<file path="config.mk">
export PLATFORM = sky130hd
export DESIGN_NAME = scl_clock_sync
export DESIGN_NICKNAME = d
export VERILOG_FILES = /design/src/rtl/scl_clock_sync.sv
export SDC_FILE = /design/constraint.sdc
export NUM_CORES = 1
export LEC_CHECK = 0
export BUFFER_PORTS_ARGS = -buffer_cell sky130_fd_sc_hd__buf_4
export CORE_MARGIN = 2
export CORE_UTILIZATION = 55
export CTS_CLUSTER_DIAMETER = 40
export DETAILED_ROUTE_END_ITERATION = 16
export GPL_TIMING_DRIVEN = 0
export PLACE_DENSITY = 0.85
export SYNTH_ARGS = -nofsm -noshare
export SYNTH_HDL_FRONTEND = slang
export SYNTH_SLANG_ARGS = --single-unit
</file>
<file path="constraint.sdc">
create_clock -name clk -period 3.7 [get_ports clk]
set_input_delay 0.185 -clock clk [delete_from_list [all_inputs] [get_ports clk]]
set_output_delay 0.185 -clock clk [all_outputs]
set_load 0.01 [all_outputs]
</file>
<file path="src/rtl/scl_clock_sync.sv">
module scl_clock_sync #(
  parameter int CW = 8
) (
  input  logic          clk,
  input  logic          rst_n,
  input  logic          en,
  input  logic [CW-1:0] low_cnt,
  input  logic [CW-1:0] high_cnt,
  input  logic          scl_in,
  output logic          scl_drive_low,
  output logic          rise_strobe
);

  localparam int SYNC_LEN = 2;
  localparam logic [CW-1:0] SEEN_LAG = CW'(SYNC_LEN + 1);

  typedef enum logic [1:0] {S_IDLE, S_LOW, S_WAIT, S_HIGH} phase_t;

  phase_t        phase;
  logic [CW-1:0] cnt;
  logic [SYNC_LEN:0] taps;
  logic          line_now, line_prev;
  logic [CW:0]   cnt_next;
  logic          low_done, high_done;

  always_ff @(posedge clk or negedge rst_n)
    if (!rst_n) taps <= '1;
    else        taps <= {taps[SYNC_LEN-1:0], scl_in};

  assign line_now  = taps[SYNC_LEN-1];
  assign line_prev = taps[SYNC_LEN];

  assign cnt_next  = {1'b0, cnt} + 1'b1;
  assign low_done  = cnt_next >= {1'b0, low_cnt};
  assign high_done = cnt_next >= {1'b0, high_cnt};

  always_ff @(posedge clk or negedge rst_n) begin
    if (!rst_n) begin
      phase <= S_IDLE;
      cnt   <= '0;
    end else if (!en) begin
      phase <= S_IDLE;
      cnt   <= '0;
    end else begin
      case (phase)
        S_IDLE: begin
          phase <= S_LOW;
          cnt   <= '0;
        end
        S_LOW: begin
          if (low_done) begin
            phase <= S_WAIT;
            cnt   <= '0;
          end else begin
            cnt <= cnt_next[CW-1:0];
          end
        end
        S_WAIT: begin
          if (line_now) begin
            phase <= S_HIGH;
            cnt   <= SEEN_LAG;
          end
        end
        default: begin
          if (!line_now) begin
            phase <= S_LOW;
            cnt   <= SEEN_LAG;
          end else if (high_done) begin
            phase <= S_LOW;
            cnt   <= '0;
          end else begin
            cnt <= cnt_next[CW-1:0];
          end
        end
      endcase
    end
  end

  assign scl_drive_low = (phase == S_LOW);
  assign rise_strobe   = (phase != S_IDLE) && line_now && !line_prev;

endmodule

</file>
* Yosys cells after proc, flatten, opt, wreduce, memory -nomap -nowiden *
Index checks and enable logic that the tools add are counted.
Widths: inputs -> output; s select.

storage, ports and cells
  flip-flop bits (word level) = 13
  logic and storage cells = 29

operators by class
  add/subtract/negate cells = 1
  muxes and demuxes = 12
  equality and inequality tests = 5
  reductions and logical operators = 6
  order comparisons = 2

operators with widths
  kind                 count
  $mux 8               5
  $pmux 8 s3           1
  $ge 9x8->1           2
  $mux 2               5
  $add 8x1->9 const B  1
  $ne 6x3->1 const B   1
  $pmux 2 s3           1
  $ne 3x2->1 const B   1
  $ne 3x3->1 const B   1
  $reduce_and 3->1     1
  $eq 2x1->1 const B   1
  $eq 2x2->1 const B   1
  $logic_and 1x1->1    2
  $logic_not 2->1      1
  $reduce_bool 2->1    1
  $logic_not 1->1      1

* Longest topological paths before layout *
  word-level depth = 6
  mapped depth = 13

* Worst setup path before layout *
Ideal clock, no wire load.

  path type = reg2reg
  from = register cnt[0]
  to = register cnt[5]
  path slack = 863 ps
  required time = 3618 ps
  cell stages (with the launch flop) = 14
  clock period less this slack = 2837 ps
  library setup time = 82 ps
  arrival = 2755 ps
  path through = dfrtp_1 -> ha_1 -> nand4_1 -> or2_2 -> nand2_1 -> nand2_1 -> ha_1 -> a21oi_1 -> nor2b_1 -> a2111oi_4 -> o211ai_4 -> o22ai_4 -> a31oi_1 -> o22ai_1

on the way
  longest elaborated chain between the ends = 6
  elaborated cells on any way between the ends = 8
  classes of those cells = add/sub: 1; order compare: 2; mux: 5

ends and longest elaborated chain
  element                   RTL line  source
  start: declaration        20        logic [CW-1:0] cnt;
  start signal: assignment  55        cnt <= cnt_next[CW-1:0];
  start signal: assignment  72        cnt <= cnt_next[CW-1:0];
  $add 8x1->9 *             33        assign cnt_next = {1'b0, cnt} + 1'b1;
  $ge 9x8->1                35        assign high_done = cnt_next >= {1'b0, high_cnt};
  $mux 8                    68        end else if (high_done) begin
  $mux 8                    65        if (!line_now) begin
  $pmux 8 s3 *              45        case (phase)
  $mux 8 *                  41        end else if (!en) begin

Every way passes the cells marked *; elsewhere a longest branch is shown, timed or not.
A chain may end at the register's enable or synchronous reset.

* Final worst setup path *
  from = register cnt[0]
  to = register cnt[6]

Same word-level chain as after synthesis.

==> flow_summary.ini <==
[worst_setup_path]
crit_type = register to register
crit_required_ns = 3.88
path_cells = ha_1, nand4_1, or2_2, nand2_1, nand2_1, ha_1, and3_1, a221o_1, nor2_1, nand2_4, o22ai_4, nand2_2, o22ai_1
path_buf_inv = 0
endpoint_kind = register
crit_path_start_kind = register
slowest_delay_ns = 0.46
slowest_stage = dfrtp_1
crit_family = simple AND/OR/NAND/NOR gates
arrival_ns = 3.49
cp_max_fo = 7

[power_and_ir_drop]
p_sw_mw = 0.227
share_comb_of_total_power_pct = 52.2
seqPwrFrac_pct = 32.9
power_per_cell_area_nw_per_um2 = 389
clock_power_share_pct = 15.0
internal-power_mw = 0.337
power.total_mw = 0.564
peakVddDrop_mv = 0.350
netSwitchingFraction_pct = 40.3
p_leak_nw = 0.782

[final_layout]
nets = 205
diodes = 0
syn2layout_area_growth_pct = 19.6
final-seq-area_sq_um = 329
final_area_sq_um = 1450
multiInputGateArea_sq_um = 805
fill_cells = 151
drive_above_1_share_pct = 21.5

[yosys]
synth_top_area_share_pct = 21.7
synth_edf_count = 0
synthTopCellsByCount = ha_1, inv_1, nand2_1
syn-cell-area_sq_um = 1210
netlist_top_cells_area = ha_1, dfrtp_1, dfstp_2, inv_1, nand2_1
synthArstFlopShare_pct = 100
synthCells = 136
synth_nets = 177
yosysUniqueCellTypes = 35
yosys_warnings = 0
ys_seq_area_share_pct = 27.1
synthFlopType = dfrtp_1
synth-seq-cells = 13
yosysTopAreaCell = ha_1
postSynthAreaPerCell_sq_um = 8.91

[route]
drt_iter0_drc = 18
drc = 0
vias_per_cell = 5.67
routed_wl_microns = 2600
vias = 1078
wl_per_cell_microns = 13.7
ant_nets = 0
drtPass1Iterations = 4

[floorplan]
io_pins = 22
die_area_sq_um = 2600
die_w_microns = 51.0
die_y_microns = 51.0
start_util_pct = 60.0
core_area_sq_um = 2020
rows = 16

[place]
place_area_sq_um = 1400
place_congestion = 0.787
portBuffers = 21
dp_worst_setup_slack_ns = 0.465
dp_hpwl_microns = 2130

[flow_run]
drv_cap = 0

[clock_tree]
clk_latency_ns = 0.27
cts_resized = 0
cts_sinks = 13
cts_tree = done
cts_max_level = 1
clockRootBuffer = clkbuf_4
cts.path.max_buffers = 2
cts_buffers = 3
clk_pin_slew_ns = 0.07

[timing]
setup_tns_ns = 0
setup_ws_ns = 0.395
finalSetupViolations = 0
slew_headroom_pct = 64.2
rsz0062_at_grt = no
max_freq_mhz = 303
fin_crit_sh_pct = 89.3
clock_skew_ns = 0.00269
drv_slew = 0
worst_pin_slew_ns = 0.535
fin_crit_ns = 3.30
hold_ws_ns = 0.211
hold_viol = 0

[min_path]
min_path_type = input port to register

[global_routing]
antenna_found_initial = 0
first_global_vias = 1129
grt_overflow = 0
grt_max_degree = 14
grt_pass1_wl_microns = 4730
grt_use_total_pct = 23.6

[status]
status = finished clean
-- logic make-up after synthesis --
family	after synthesis	synth area share [%]
compound gates	31	21.5
xor+xnor	4	2.89
fa+ha+maj	21	21.7
buf+inv	21	6.50
flops	13	27.1
simple gates	46	20.3
-- area by class of cell --
type | count | area share (%)
repair buffers | 23 | 12.3
clock buffers | 4 | 1.81
inverters | 21 | 5.44
multi-input cells | 102 | 55.5
well taps | 27 | 2.33
flip-flops and latches | 13 | 22.7
-- metal layers --
layer / routed length, microns / global-route usage [%] / share of wire, %
met3: 85 / 1.75 / 3.3
met5: 0 / 0 / 0
met1: 1130 / 25.5 / 43
met2: 1340 / 46.1 / 51
met4: 49 / 10.4 / 1.9
-- worst min-delay path, cell delays in order --
cell and delay, ns:
buf_4 0.12, nand3_1 0.07, o21ai_0 0.07
-- flip-flops by register name, summed over array words and instances (netlist names) --
signal  cells
taps        3
phase       2
cnt         8
-- final timing paths --
path                               startpoint            endpoint  slack, ns  cells after the start
max                        cnt[0]$_DFFE_PN0P_  cnt[6]$_DFFE_PN0P_       0.40                     13
min in group asynchronous               rst_n  cnt[1]$_DFFE_PN0P_       0.28                      2
min                                        en  cnt[0]$_DFFE_PN0P_       0.21                      3
max in group asynchronous               rst_n   taps[1]$_DFF_PN1_       3.19                      2
min reg2reg                 taps[0]$_DFF_PN1_   taps[1]$_DFF_PN1_       0.36                      0
max reg2reg                cnt[0]$_DFFE_PN0P_  cnt[6]$_DFFE_PN0P_       0.40                     13
-- power groups by stage --
stage	Clock (mW)	Sequential, mW	Combinational [mW]
floorplan	0	0.181	0.215
CTS	0.0874	0.185	0.293
detailed placement	0	0.187	0.291
finish	0.0844	0.185	0.294
global placement	0	0.187	0.278
global route	0.0971	0.189	0.335
-- cells in the final DEF (no fill, tap or decap), drive strengths merged --
| cell | synthesis | routed |
|---|---|---|
| clkbuf | 0 | 4 |
| or2 | 1 | 1 |
| a31o | 1 | 1 |
| buf | 0 | 21 |
| nor2b | 3 | 3 |
| a21oi | 5 | 5 |
| xor2 | 2 | 2 |
| o21ai | 6 | 6 |
| nand2b | 5 | 5 |
| nor2 | 6 | 6 |
| and2 | 2 | 2 |
| nand4 | 4 | 4 |
| ha | 21 | 21 |
| a21o | 3 | 3 |
| dfrtp | 10 | 10 |
| nand3 | 5 | 5 |
| o311ai | 1 | 1 |
| dlygate4sd3 | 0 | 2 |
| inv | 21 | 21 |
| or3 | 1 | 1 |
| nor4 | 1 | 1 |
| dfstp | 3 | 3 |
| a31oi | 4 | 4 |
| nand3b | 1 | 1 |
| a221o | 1 | 1 |
| and3 | 2 | 2 |
| o211ai | 2 | 2 |
| o22ai | 4 | 4 |
| a2111oi | 1 | 1 |
| a32o | 3 | 3 |
| xnor2 | 2 | 2 |
| nor3 | 1 | 1 |
| nand2 | 13 | 13 |
| nand4b | 1 | 1 |
-- stage by stage --
| stage | util (%) | instances |
|---|---|---|
| after floorplan | - | 136 |
| after global placement | 69.4 | 184 |
| after detailed placement | 69.4 | 184 |
| after CTS | 71.2 | 189 |
| after global routing | 71.7 | 190 |
| final | 71.7 | 190 |
-- timing repair --
item	in CTS	in global routing
buffers inserted	0	0
hold buffers	1	1
endpoints found under the hold margin	13	1
Note: power is estimated with default switching activity, not from simulation.
